`src/rtl/qiq_pkg.sv`:
```
package qiq_pkg;
    localparam int CH_A      = 0;
    localparam int CH_B      = 1;
    localparam int CH_INDEX  = 2;
    localparam int CH_STROBE = 3;

    typedef enum logic [1:0] {
        PATH_OFF    = 2'd0,
        PATH_DIRECT = 2'd1,
        PATH_FILTER = 2'd2
    } path_e;

    function automatic path_e pick_path(input logic primary, input logic secondary);
        if (primary)        return PATH_DIRECT;
        else if (secondary) return PATH_FILTER;
        else                return PATH_OFF;
    endfunction
endpackage

```
`src/rtl/qiq_sync.sv`:
```
module qiq_sync #(
    parameter int WIDTH = 4
) (
    input  logic             clk,
    input  logic             rst_n,
    input  logic [WIDTH-1:0] async_in,
    output logic [WIDTH-1:0] sync_out
);
    typedef struct packed {
        logic [WIDTH-1:0] stage1;
        logic [WIDTH-1:0] stage2;
    } sync_state_t;

    sync_state_t st_d, st_q;

    always_comb begin
        st_d.stage1 = async_in;
        st_d.stage2 = st_q.stage1;
    end

    always_ff @(posedge clk or negedge rst_n) begin
        if (!rst_n) st_q <= '0;
        else        st_q <= st_d;
    end

    assign sync_out = st_q.stage2;
endmodule

```
`src/rtl/qiq_glitch_filter.sv`:
```
module qiq_glitch_filter #(
    parameter int CNT_W = 8
) (
    input  logic             clk,
    input  logic             rst_n,
    input  logic             level_in,
    input  logic [CNT_W-1:0] width,
    output logic             level_out
);
    typedef struct packed {
        logic             level;
        logic [CNT_W-1:0] run;
    } filt_state_t;

    filt_state_t st_d, st_q;
    logic [CNT_W:0] run_next;
    logic [CNT_W:0] limit;

    always_comb begin
        st_d     = st_q;
        run_next = {1'b0, st_q.run} + 1'b1;
        limit    = (width == '0) ? {{CNT_W{1'b0}}, 1'b1} : {1'b0, width};
        if (level_in == st_q.level) begin
            st_d.run = '0;
        end else if (run_next >= limit) begin
            st_d.level = level_in;
            st_d.run   = '0;
        end else begin
            st_d.run = run_next[CNT_W-1:0];
        end
    end

    always_ff @(posedge clk or negedge rst_n) begin
        if (!rst_n) st_q <= '0;
        else        st_q <= st_d;
    end

    assign level_out = st_q.level;
endmodule

```
`src/rtl/qiq_phase_mon.sv`:
```
module qiq_phase_mon (
    input  logic clk,
    input  logic rst_n,
    input  logic qa,
    input  logic qb,
    input  logic clr,
    output logic err
);
    typedef struct packed {
        logic prev_a;
        logic prev_b;
        logic flag;
    } phase_state_t;

    phase_state_t st_d, st_q;
    logic both_moved;

    always_comb begin
        st_d        = st_q;
        both_moved  = (qa != st_q.prev_a) && (qb != st_q.prev_b);
        st_d.prev_a = qa;
        st_d.prev_b = qb;
        if (both_moved)  st_d.flag = 1'b1;
        else if (clr)    st_d.flag = 1'b0;
    end

    always_ff @(posedge clk or negedge rst_n) begin
        if (!rst_n) st_q <= '0;
        else        st_q <= st_d;
    end

    assign err = st_q.flag;
endmodule

```
`src/rtl/qep_input_qual.sv`:
```
module qep_input_qual
    import qiq_pkg::*;
#(
    parameter int NUM_CH = 4,
    parameter int CNT_W  = 8
) (
    input  logic              clk,
    input  logic              rst_n,
    input  logic [NUM_CH-1:0] raw_in,
    input  logic [NUM_CH-1:0] sel_direct,
    input  logic [NUM_CH-1:0] sel_filter,
    input  logic [CNT_W-1:0]  filt_width,
    input  logic              err_clr,
    output logic [NUM_CH-1:0] qual_out,
    output logic              phase_err
);
    logic [NUM_CH-1:0] synced;
    logic [NUM_CH-1:0] filtered;

    qiq_sync #(.WIDTH(NUM_CH)) u_sync (
        .clk      (clk),
        .rst_n    (rst_n),
        .async_in (raw_in),
        .sync_out (synced)
    );

    for (genvar ch = 0; ch < NUM_CH; ch++) begin : g_chan
        qiq_glitch_filter #(.CNT_W(CNT_W)) u_filt (
            .clk       (clk),
            .rst_n     (rst_n),
            .level_in  (synced[ch]),
            .width     (filt_width),
            .level_out (filtered[ch])
        );

        always_comb begin
            unique case (pick_path(sel_direct[ch], sel_filter[ch]))
                PATH_DIRECT: qual_out[ch] = synced[ch];
                PATH_FILTER: qual_out[ch] = filtered[ch];
                default:     qual_out[ch] = 1'b0;
            endcase
        end
    end

    qiq_phase_mon u_phase (
        .clk   (clk),
        .rst_n (rst_n),
        .qa    (qual_out[CH_A]),
        .qb    (qual_out[CH_B]),
        .clr   (err_clr),
        .err   (phase_err)
    );
endmodule

```
`config.mk`:
```
export PLATFORM = sky130hd
export DESIGN_NAME = qep_input_qual
export DESIGN_NICKNAME = d
export VERILOG_FILES = /design/src/rtl/qiq_pkg.sv /design/src/rtl/qiq_sync.sv /design/src/rtl/qiq_glitch_filter.sv /design/src/rtl/qiq_phase_mon.sv /design/src/rtl/qep_input_qual.sv
export SDC_FILE = /design/constraint.sdc
export NUM_CORES = 1
export LEC_CHECK = 0
export BUFFER_PORTS_ARGS = -buffer_cell sky130_fd_sc_hd__buf_2
export CORE_UTILIZATION = 63
export DETAILED_ROUTE_END_ITERATION = 8
export GPL_TIMING_DRIVEN = 0
export PLACE_DENSITY = 0.84
export SLEW_MARGIN = 10
export SYNTH_ARGS = -nofsm -noshare
export SYNTH_HDL_FRONTEND = slang
export SYNTH_SLANG_ARGS = --single-unit
```
`constraint.sdc`:
```
create_clock -name clk -period 7.1 [get_ports clk]
set_input_delay 0.71 -clock clk [delete_from_list [all_inputs] [get_ports clk]]
set_output_delay 0.71 -clock clk [all_outputs]
set_load 0.05 [all_outputs]
```
* Yosys cells after proc, flatten, opt, wreduce, memory -nomap -nowiden
Index checks and enable logic that the tools add are counted.
** Storage, ports and cells
- Register bits :: 47
- Input bits :: 23
- Output and inout bits :: 5
- Word-level logic and storage cells :: 69
** Operators by class
- Add/subtract/negate cells :: 4
- Magnitude comparators :: 4
- Eq/ne operators :: 14
- Mux-type cells :: 23
- Bitwise logic cells :: 4
- Reductions and logical operators :: 7
** Operator list (number)
- $mux 8 :: 9
- $add 8x1->9 const B :: 4
- $ge 9x9->1 :: 4
- $mux 2 :: 8
- $eq 2x1->1 const B :: 4
- $eq 2x2->1 const B :: 4
- $logic_not 8->1 :: 1
- $pmux 1 s2 :: 4
- $reduce_and 2->1 :: 4
- $eq 1x1->1 :: 4
- $not 1->1 :: 4
- $mux 1 :: 2
- $ne 1x1->1 :: 2
- $reduce_bool 2->1 :: 1
- $logic_and 1x1->1 :: 1

* Logic depth before layout (Yosys ltp)
Gate-level depths: netlist of run 1.
- Depth after elaboration :: 7
- Mapped depth :: 10
- Gate-level depth less buffers :: 10

* Modules after synthesis
From an unflattened synthesis of run 1, not the netlist that was laid out.
** Second synthesis, totals
- Cell total of the unflattened synthesis :: 279
- Area total of the unflattened synthesis :: 3001.6 um2
** By module, submodules not included
- qiq_glitch_filter at g_chan[0].u_filt ... :: instances 3, cells an instance 63, area each 661.9 um2, seq. area each 225.2 um2
- qiq_glitch_filter at g_chan[1].u_filt :: instances 1, cells an instance 63, area each 663.1 um2, seq. area each 225.2 um2
- qiq_sync :: instances 1, cells an instance 8, area each 200.2 um2, seq. area each 200.2 um2
- qiq_phase_mon :: instances 1, cells an instance 7, area each 102.6 um2, seq. area each 75.1 um2
- qep_input_qual :: instances 1, cells an instance 12, area each 50.0 um2, seq. area each 0.0 um2

* Least setup slack after synthesis of run 1
No wires, ideal clock.
- Path type :: input to output
- Start :: input sel_filter[2]
- End :: output qual_out[2]
- Arrival :: 1.836 ns
- Data required time :: 6.390 ns
- Path slack :: 4.554 ns
- Stages :: 2
- Path buffers :: 0
- Cells stage by stage :: nand2_1 > o21ai_0
** On the way
- Cells in the longest elaborated chain, start to end :: 4
- Elaborated cells between the ends (all ways) :: 5
- Classes of those cells :: eq/ne (2); mux (3)
** RTL lines
- start, declared :: RTL line qep_input_qual.sv:11 : input logic [NUM_CH-1:0] sel_filter,
- $mux 2 (*) :: RTL line qiq_pkg.sv:15 : else if (secondary) return PATH_FILTER;
- $mux 2 (*) :: RTL line qiq_pkg.sv:14 : if (primary) return PATH_DIRECT;
- $eq 2x2->1 or $eq 2x1->1 (tied branches) :: RTL line qep_input_qual.sv:37 : unique case (pick_path(sel_direct[ch], sel_filter[ch]))
- $pmux 1 s2 (*) :: RTL line qep_input_qual.sv:37
- end, declared :: RTL line qep_input_qual.sv:14 : output logic [NUM_CH-1:0] qual_out,
Mark *: on every way between the ends. The rest lies on a longest branch, timed or not.

* Worst setup path after layout of run 1
- Start :: register g_chan[1].u_filt.st_q[0] in the netlist's numbering
- End :: register g_chan[1].u_filt.st_q, in the netlist g_chan[1].u_filt.level_out
** On the way
- Cells in the longest elaborated chain, start to end :: 3
** RTL lines
- start, declared :: RTL line qiq_glitch_filter.sv:15 : filt_state_t st_d, st_q;
- start signal, assigned :: RTL line qiq_glitch_filter.sv:35 : else st_q <= st_d;
- $add 8x1->9 :: RTL line qiq_glitch_filter.sv:21 : run_next = {1'b0, st_q.run} + 1'b1;
- $ge 9x9->1 :: RTL line qiq_glitch_filter.sv:25 : end else if (run_next >= limit) begin
- $reduce_and 2->1 (no line)
No other way between the ends.
A chain may end at the register's enable or synchronous reset.

==> results of run 1 <==
==> Yosys cell counts, drive strengths merged, types with 2 or more instances <==
cell	count
a21o	4
a21oi	7
a31oi	5
buf	2
dfrtp	47
ha	29
inv	12
maj3	2
mux2	4
nand2	24
nand2b	5
nand3	17
nor2	19
nor2b	14
nor3	3
nor3b	6
o211ai	3
o21ai	10
xnor2	20
xor2	10
==> sequential cells by signal, indices dropped and copies added (netlist names) <==
register and cells:
u_phase.err 1, g_chan.u_filt.st_q 32, g_chan.u_filt.level_out 4, u_sync.sync_out 4
u_sync.st_d 4, u_phase.st_q 2
==> layout make-up <==
type | count | area (um2)
Buffer | 2 | 15.0
Clock buffer | 6 | 82.6
Clock inverter | 2 | 35.0
Fill cell | 291 | 1020
Inverter | 12 | 45.0
Multi-Input combinational cell | 200 | 1520
Sequential cell | 47 | 1180
Tap cell | 50 | 62.6
Timing Repair Buffer | 27 | 135
==> how the worst max path moves through the flow <==
stage	start	end	slack (ns)	cells past startpoint
floorplan	sel_filter[2]	qual_out[2]	4.55	2
global route	g_chan[1].u_filt.st_q[0]$_DFF_PN0_	g_chan[1].u_filt.level_out$_DFFE_PN0P_	4.35	10
CTS	g_chan[1].u_filt.st_q[0]$_DFF_PN0_	g_chan[1].u_filt.level_out$_DFFE_PN0P_	4.51	10
detailed placement	filt_width[6]	g_chan[1].u_filt.level_out$_DFFE_PN0P_	4.27	10
global placement	filt_width[6]	g_chan[1].u_filt.level_out$_DFFE_PN0P_	4.32	10
finish	g_chan[1].u_filt.st_q[0]$_DFF_PN0_	g_chan[1].u_filt.level_out$_DFFE_PN0P_	4.52	10
==> power breakdown <==
| part | internal [mW] | switching [mW] |
|---|---|---|
| clock | 0.114 | 0.0875 |
| combinational | 0.103 | 0.141 |
| sequential | 0.308 | 0.0421 |
==> critical path, delay by kind of cell, from the launching register on <==
kind / cells / cell delay (ns)
simple gates: 2 / 0.16
xor+xnor: 1 / 0.22
flops: 1 / 0.43
compound gates: 4 / 0.85
mux: 1 / 0.31
fa+ha+maj: 2 / 0.52
==> layer usage <==
| metal | vias up | share of wire (%) |
|---|---|---|
| met5 | - | 0 |
| met4 | 0 | 1.4 |
| met3 | 8 | 3.5 |
| met2 | 44 | 49 |
| met1 | 948 | 46 |
| li1 | 982 | - |
==> through the flow <==
| step | total power, mW | setup slack, ns | std cells |
|---|---|---|---|
| 6_report | 0.795 | 4.52 | 346 |
| 5_1_grt | 0.846 | 4.35 | 346 |
| 4_1_cts | 0.803 | 4.51 | 346 |
| 3_5_place_dp | 0.595 | 4.27 | 338 |
| 3_3_place_gp | 0.580 | 4.32 | 338 |
| 2_1_floorplan | 0.528 | 4.55 | 261 |
==> cells by family (layout without fill, tap and decap cells) <==
group | count (synthesis) | count (layout)
buffers and inverters | 14 | 49
adders and majority gates | 31 | 31
xor gates and xnor gates | 31 | 31
muxes | 4 | 4
AOI/OAI and AO/OA | 41 | 41
and+or+nand+nor | 93 | 93
DFF | 47 | 47
==> results.toml, run 1 <==
[yosys]
synth_compound_area_share_pct = 11.7
synth_ff_type = "dfrtp_1"
yosys_warnings = 0
synthAdderAreaFrac_pct = 14.0
synth_cell_type_count = 46
synth-xor-area-share_pct = 10.6
synth_simple_gate_area_share_pct = 17.2
synth_enable_flop_cells = 0
ys_ff_latch = 47
synth_cells = 261
synth_area_leaders = "dfrtp_1, ha_1, xnor2_1, nand2_1, nor2b_1"
synth_area_um2 = 2760
synth_largest_area_cell = "dfrtp_1"
ys_seq_area_share_pct = 42.7
muxShareOfSynthArea_pct = 1.63
synth_top_family_by_area = "simple AND/OR/NAND/NOR gates"
syn_area_per_cell_um2 = 10.6
synth_top_area_share_pct = 42.7
synth_fp_nets = 313
ys_async_sr_fraction_pct = 100

[drt]
wire_per_inst_um = 15.0
vias = 1982
drc_errors = 0
vias_per_cell = 5.73
ant_nets = 0
drt-initial-drc-count = 86
dr.pass1.iters = 4
wirelength_um = 5180

[timing]
drv_slew = 0
max_slew_margin_pct = 34.1
hold_viol_final = 0
skew_ns = 0.00592
min_period_ns = 2.58
setup_viol = 0
finalCritPeriodShare_pct = 36.4
setup-tns-final_ns = 0
tightest_slew_ns = 0.988
rsz0062_at_grt = "no"
fmax_mhz = 387
whs_ns = 0.353

[hold_path]
worstHoldStart = "u_sync.st_d[2]$_DFF_PN0_"
hold_path_class = "reg -> reg"
holdPathStages = 0
min_to = "u_sync.sync_out[2]$_DFF_PN0_"

[placed_design]
portBuffers = 27
post-dp-hpwl_um = 3850
place_area_um2 = 2950
globalplace.congestion = 0.829

[clock_network]
numCtsBuffers = 5
clock-sinks = 47
clock_latency_ns = 0.30
postCtsHoldBufs = 0
cts_root_buffer = "clkbuf_8"
tritoncts = "done"
cts_resized = 0
htree_levels = 2
clk_pin_slew_ns = 0.08
cts_setup_buffers = 0
clockBufferDepth = 2

[setup_path]
critPathKind = "reg -> reg"
critical_path.cell_chain = "ha_1, nand3_1, xnor2_1, ha_1, a21o_1, a211o_1, a31oi_1, o221a_4, nor2_2, mux2_1"
startpoint_type = "flip-flop"
endpoint_kind = "flip-flop"
r2r_cells = 10
r2r-start = "g_chan[1].u_filt.st_q[0]$_DFF_PN0_"
cpPeakStageDelay_ns = 0.43
critPathSlowestCell = "dfrtp_1"
r2r_end = "g_chan[1].u_filt.level_out$_DFFE_PN0P_"
cpMostUsedCell = "ha_1"
crit_fanout = 5
r2r_slack_ns = 4.52
cp.required_ns = 7.29
cp_data_arrival_time_ns = 2.77

[global_route]
grtUsageMet1_pct = 31.5
track_usage_pct = 25.7
grt_pass1_wl_um = 8580
gr-total-overflow = 0
grtUsageMet2_pct = 44.0
grt_max_degree = 48
antenna_found_initial = 0
grt_pass1_vias = 1945
grtUsageMet3_pct = 5.67
grt_busiest_layer = "met2"

[floorplan]
fp.dieW_um = 68.1
rows = 23
core_um2 = 4090
start_util_pct = 67.4
dieArea_um2 = 4640
die_h_um = 68.1
pin_count = 28

[power_and_ir_drop]
p_leak_nw = 1.51
power_density_nw_per_um2 = 259
ir_drop_v = 0.000198

[cells_and_area]
area_growth_pct = 11.4
drive_gt1_share_pct = 18.2
final_area_um2 = 3070
final_cell_mix = "dfrtp_1, ha_1, buf_2"
diodes = 0
final_core_util_pct = 75.1
final_common_cell = "dfrtp_1"
nets = 347

[run]
maxCapViolCount = 0

[outcome]
status = "finished, final reports clean"
(Power assumes the default switching activity.)
==> run 2: changes to the inputs <==
--- a/config.mk
+++ b/config.mk
@@ -6,10 +6,10 @@
 export NUM_CORES = 1
 export LEC_CHECK = 0
 export BUFFER_PORTS_ARGS = -buffer_cell sky130_fd_sc_hd__buf_2
-export CORE_UTILIZATION = 63
+export CORE_UTILIZATION = 59
 export DETAILED_ROUTE_END_ITERATION = 8
 export GPL_TIMING_DRIVEN = 0
-export PLACE_DENSITY = 0.84
+export PLACE_DENSITY = 0.8
 export SLEW_MARGIN = 10
 export SYNTH_ARGS = -nofsm -noshare
 export SYNTH_HDL_FRONTEND = slang
==> constraint.sdc (replaced) <==
create_clock -name clk -period 2.5 [get_ports clk]
set_input_delay 0.25 -clock clk [delete_from_list [all_inputs] [get_ports clk]]
set_output_delay 0.25 -clock clk [all_outputs]
set_load 0.05 [all_outputs]
==> results.toml, run 2 (synthesis gave the netlist of run 1 again) <==
[cells_and_area]
largest-register = "g_chan.u_filt.st_q"
drive_gt1_share_pct = 29.9
final_cell_mix = "dfrtp_1, buf_2, nand2_1, ha_1"
final_area_um2 = 3340
final_common_cell = "dfrtp_1"
nFillCells = 283
diodes = 0
largest_reg_flops = 32
final_core_util_pct = 75.7
nets = 362
area_growth_pct = 21.3
fin_cells = 363

[setup_path]
cpMostUsedCell = "ha_4"
startpoint_type = "flip-flop"
path_delay_family = "compound AO/OA/AOI/OAI gates"
cp_data_arrival_time_ns = 2.72
r2r_slack_ns = -0.02
r2r_end = "g_chan[1].u_filt.level_out$_DFFE_PN0P_"
critical_path.cell_chain = "ha_4, nand3_4, xnor2_4, ha_4, a21o_1, a211o_1, a31oi_1, o221a_4, nor2_2, mux2_4"
critPathSlowestCell = "dfrtp_1"
crit_buf_inv = 0
endpoint_kind = "flip-flop"
cpPeakStageDelay_ns = 0.41
cp.required_ns = 2.69
critPathKind = "reg -> reg"
r2r_cells = 10
crit_fanout = 2
r2r-start = "g_chan[1].u_filt.st_q[1]$_DFF_PN0_"

[timing]
skew_ns = 0.0115
min_period_ns = 2.52
fmax_mhz = 396
max_slew_margin_pct = 30.4
tightest_slew_ns = 1.04
hold_viol_final = 0
finalCritPeriodShare_pct = 101
whs_ns = 0.0483
finalWorstSetupSlack_ns = -0.0237
drv_slew = 0
setup-tns-final_ns = -0.0237
setup_viol = 1

[global_route]
gr-total-overflow = 0
antenna_found_initial = 0
grt_pass1_vias = 1981
grt_pass1_wl_um = 8850
track_usage_pct = 23.1
grt_max_degree = 48

[clock_network]
htree_levels = 2
tritoncts = "done"
clk_pin_slew_ns = 0.09
clockBufferDepth = 2
cts_root_buffer = "clkbuf_8"
numCtsBuffers = 5
postCtsHoldBufs = 0
clock-sinks = 47
clock_latency_ns = 0.30

[hold_path]
min_to = "u_sync.st_d[1]$_DFF_PN0_"
holdPathStages = 1
hold_path_class = "in -> reg"
worstHoldStart = "raw_in[1]"

[outcome]
failed_checks = "negative setup slack"
status = "finished with violations"

[drt]
wire_per_inst_um = 16.6
drt-initial-drc-count = 119
wirelength_um = 6010
dr.pass1.iters = 4
drc_errors = 0
vias_per_cell = 5.73
vias = 2080
ant_nets = 0

[placed_design]
place_area_um2 = 2960
globalplace.congestion = 0.790
post-dp-hpwl_um = 3710
portBuffers = 27
place_ws_ns = -0.142
post-place-cells = 340

[floorplan]
start_util_pct = 62.4
die_h_um = 70.3
core_um2 = 4410
rows = 24
dieArea_um2 = 4950
pin_count = 28
fp.dieW_um = 70.3

[power_and_ir_drop]
power_mw = 2.29
ir_drop_v = 0.000445
power_density_nw_per_um2 = 685
p_leak_nw = 1.61

[run]
maxCapViolCount = 0
run 2: cell count changes in the layout (fill, tap and decap cells not counted), sizes merged:
cell / delta
buf: +15
bufinv: -1
clkbuf: +1
run 2: worst max-delay path by stage:
| stage | slack, ns | cells after the start | end | startpoint |
|---|---|---|---|---|
| after floorplan | 0.12 | 10 | g_chan[1].u_filt.level_out$_DFFE_PN0P_ | g_chan[1].u_filt.st_q[0]$_DFF_PN0_ |
| after global placement | -0.05 | 10 | g_chan[1].u_filt.level_out$_DFFE_PN0P_ | g_chan[1].u_filt.st_q[0]$_DFF_PN0_ |
| after detailed placement | -0.14 | 10 | g_chan[1].u_filt.level_out$_DFFE_PN0P_ | g_chan[1].u_filt.st_q[0]$_DFF_PN0_ |
| after CTS | 0.009 | 10 | g_chan[3].u_filt.level_out$_DFFE_PN0P_ | g_chan[3].u_filt.st_q[0]$_DFF_PN0_ |
| after global routing | -0.09 | 10 | g_chan[1].u_filt.st_q[5]$_DFF_PN0_ | g_chan[1].u_filt.st_q[2]$_DFF_PN0_ |
| final | -0.02 | 10 | g_chan[1].u_filt.level_out$_DFFE_PN0P_ | g_chan[1].u_filt.st_q[1]$_DFF_PN0_ |
run 2: repair_timing:
| item | in CTS | in global routing |
|---|---|---|
| cloned | 0 | 0 |
| gates resized for setup | 5 | 30 |
| pin swaps | 3 | 12 |
| buffers inserted | 5 | 10 |
| setup endpoints to repair | 2 | 35 |
run 2: area by class of cell:
class | count | area (um2) | share of cell area, %
Clock inverter | 1 | 5.00 | 0.150
Timing Repair Buffer | 42 | 255 | 7.64
Buffer | 2 | 15.0 | 0.449
Clock buffer | 7 | 76.3 | 2.28
Sequential cell | 47 | 1180 | 35.4
Multi-Input combinational cell | 200 | 1700 | 50.8
Tap cell | 52 | 65.1 | 1.95
Inverter | 12 | 45.0 | 1.35
run 2: power breakdown:
| group | leakage, nW | switching (mW) | internal [mW] |
|---|---|---|---|
| clock | 0.0422 | 0.253 | 0.197 |
| sequential | 0.614 | 0.129 | 0.878 |
| combinational | 0.959 | 0.441 | 0.390 |
run 2: metal layers:
metal  GRT usage, %  part of all wire [%]
met1           31.0                    45
met4           6.89                   1.6
met3           4.76                   3.9
met5              0                     0
met2           37.7                    50
==> run 3: changes to the inputs <==
--- a/config.mk
+++ b/config.mk
@@ -6,6 +6,7 @@
 export NUM_CORES = 1
 export LEC_CHECK = 0
 export BUFFER_PORTS_ARGS = -buffer_cell sky130_fd_sc_hd__buf_2
+export CORE_MARGIN = 4
 export CORE_UTILIZATION = 59
 export DETAILED_ROUTE_END_ITERATION = 8
 export GPL_TIMING_DRIVEN = 0
==> results.toml, run 3 (synthesis gave the netlist of run 1 again) <==
[outcome]
status = "finished, final reports clean"

[floorplan]
core_um2 = 4440
fp.dieW_um = 76.3
dieArea_um2 = 5830
rows = 24
die_h_um = 76.3
start_util_pct = 62.0
pin_count = 28

[drt]
wirelength_um = 5820
vias = 2070
ant_nets = 0
drc_errors = 0
drt-initial-drc-count = 128
dr.pass1.iters = 4
wire_per_inst_um = 16.1
vias_per_cell = 5.72

[clock_network]
htree_levels = 2
tritoncts = "done"
clock_latency_ns = 0.30
numCtsBuffers = 5
clk_pin_slew_ns = 0.09
cts_root_buffer = "clkbuf_8"
clock-sinks = 47
postCtsHoldBufs = 0
clockBufferDepth = 2

[setup_path]
endpoint_kind = "flip-flop"
r2r_end = "g_chan[1].u_filt.level_out$_DFFE_PN0P_"
critPathSlowestCell = "dfrtp_1"
critPathKind = "reg -> reg"
r2r_cells = 10
cpMostUsedCell = "ha_4"
r2r_slack_ns = 0.01
crit_start = "g_chan[1].u_filt.st_q[1]$_DFF_PN0_"
endpoint = "g_chan[1].u_filt.level_out$_DFFE_PN0P_"
critical_path.cell_chain = "ha_4, nand3_4, xnor2_4, ha_4, a21o_1, a211o_1, a31oi_1, o221a_4, nor2_2, mux2_4"
crit_fanout = 2
startpoint_type = "flip-flop"
r2r-start = "g_chan[1].u_filt.st_q[1]$_DFF_PN0_"
cp_data_arrival_time_ns = 2.68
cpPeakStageDelay_ns = 0.41
cp.required_ns = 2.69

[timing]
finalCritPeriodShare_pct = 99.5
hold_viol_final = 0
drv_slew = 0
setup_viol = 0
rsz0062_at_grt = "yes"
fmax_mhz = 402
whs_ns = 0.0512
tightest_slew_ns = 1.02
max_slew_margin_pct = 32.1
skew_ns = 0.00677
min_period_ns = 2.49

[global_route]
grt_pass1_wl_um = 9450
track_usage_pct = 20.1
grt_pass1_vias = 2038
gr-total-overflow = 0
antenna_found_initial = 0
grt_max_degree = 48

[cells_and_area]
area_growth_pct = 20.3
drive_gt1_share_pct = 29.7
largest_reg_flops = 32
nets = 361
nFillCells = 280
final_area_um2 = 3320
final_cell_mix = "dfrtp_1, buf_2, nand2_1, ha_1"
diodes = 0
largest-register = "g_chan.u_filt.st_q"
final_common_cell = "dfrtp_1"
multi_input_area_um2 = 1690
seqCellArea_um2 = 1180

[power_and_ir_drop]
power_density_nw_per_um2 = 692
ir_drop_v = 0.000342
p_leak_nw = 1.62
power_mw = 2.29

[placed_design]
globalplace.congestion = 0.797
place_area_um2 = 2960
post-dp-hpwl_um = 3960
portBuffers = 27

[run]
maxCapViolCount = 0

[hold_path]
hold_path_class = "in -> reg"
[run 3: final cells by class]
type,instances,share of cell area [%]
multi-input combinational,201,51.1
clock buffer,5,2.08
clock inverter,3,0.453
inverter,12,1.36
sequential,47,35.6
buffer,2,0.453
timing repair buffer,40,7.02
tap,52,1.96
[run 3: critical path: cells and delay by family, from the launching register on]
kind	cells	cell delay [ns]
compound gates	4	0.87
simple gates	2	0.15
fa+ha+maj	2	0.40
flops	1	0.41
xor+xnor	1	0.23
mux	1	0.31
[run 3: per-layer routing]
| layer | vias up | global-route usage, % | wire length (um) |
|---|---|---|---|
| met4 | 0 | 8.15 | 133 |
| li1 | 1014 | - | - |
| met2 | 39 | 33.4 | 2880 |
| met1 | 1004 | 26.1 | 2620 |
| met3 | 13 | 3.43 | 178 |
| met5 | - | 0 | 0 |
[run 3: how the worst min path moves through the flow]
stage	start	to	slack, ns	depth (start not counted)
floorplan	rst_n	g_chan[0].u_filt.level_out$_DFFE_PN0P_	-0.05	0
global placement	u_sync.st_d[3]$_DFF_PN0_	u_sync.sync_out[3]$_DFF_PN0_	0.33	0
detailed placement	u_sync.st_d[3]$_DFF_PN0_	u_sync.sync_out[3]$_DFF_PN0_	0.33	0
CTS	raw_in[2]	u_sync.st_d[2]$_DFF_PN0_	0.04	1
global route	raw_in[2]	u_sync.st_d[2]$_DFF_PN0_	0.05	1
finish	raw_in[2]	u_sync.st_d[2]$_DFF_PN0_	0.05	1
[run 3: where the power goes]
group	internal, mW	switching, mW
logic	0.393	0.461
registers	0.877	0.121
clock network	0.192	0.250
[run 3: through the flow]
stage               utilization, %  setup slack, ns  instances  TNS, ns
finish                        74.6           0.0137        362        0
global route                  74.6          -0.0561        362   -0.262
CTS                           69.3          -0.0287        351  -0.0287
global placement              66.5          -0.0776        340  -0.0776
detailed placement            66.5          -0.0988        340   -0.115
floorplan                        -            0.121        261        0
[run 3: what timing repair did]
action / in CTS / in global routing
gates cloned: 0 / 1
setup buffers: 3 / 10
pin swaps: 1 / 12
resized for setup: 3 / 29
hold endpoints to repair: 0 / 0
setup endpoints to repair: 2 / 36
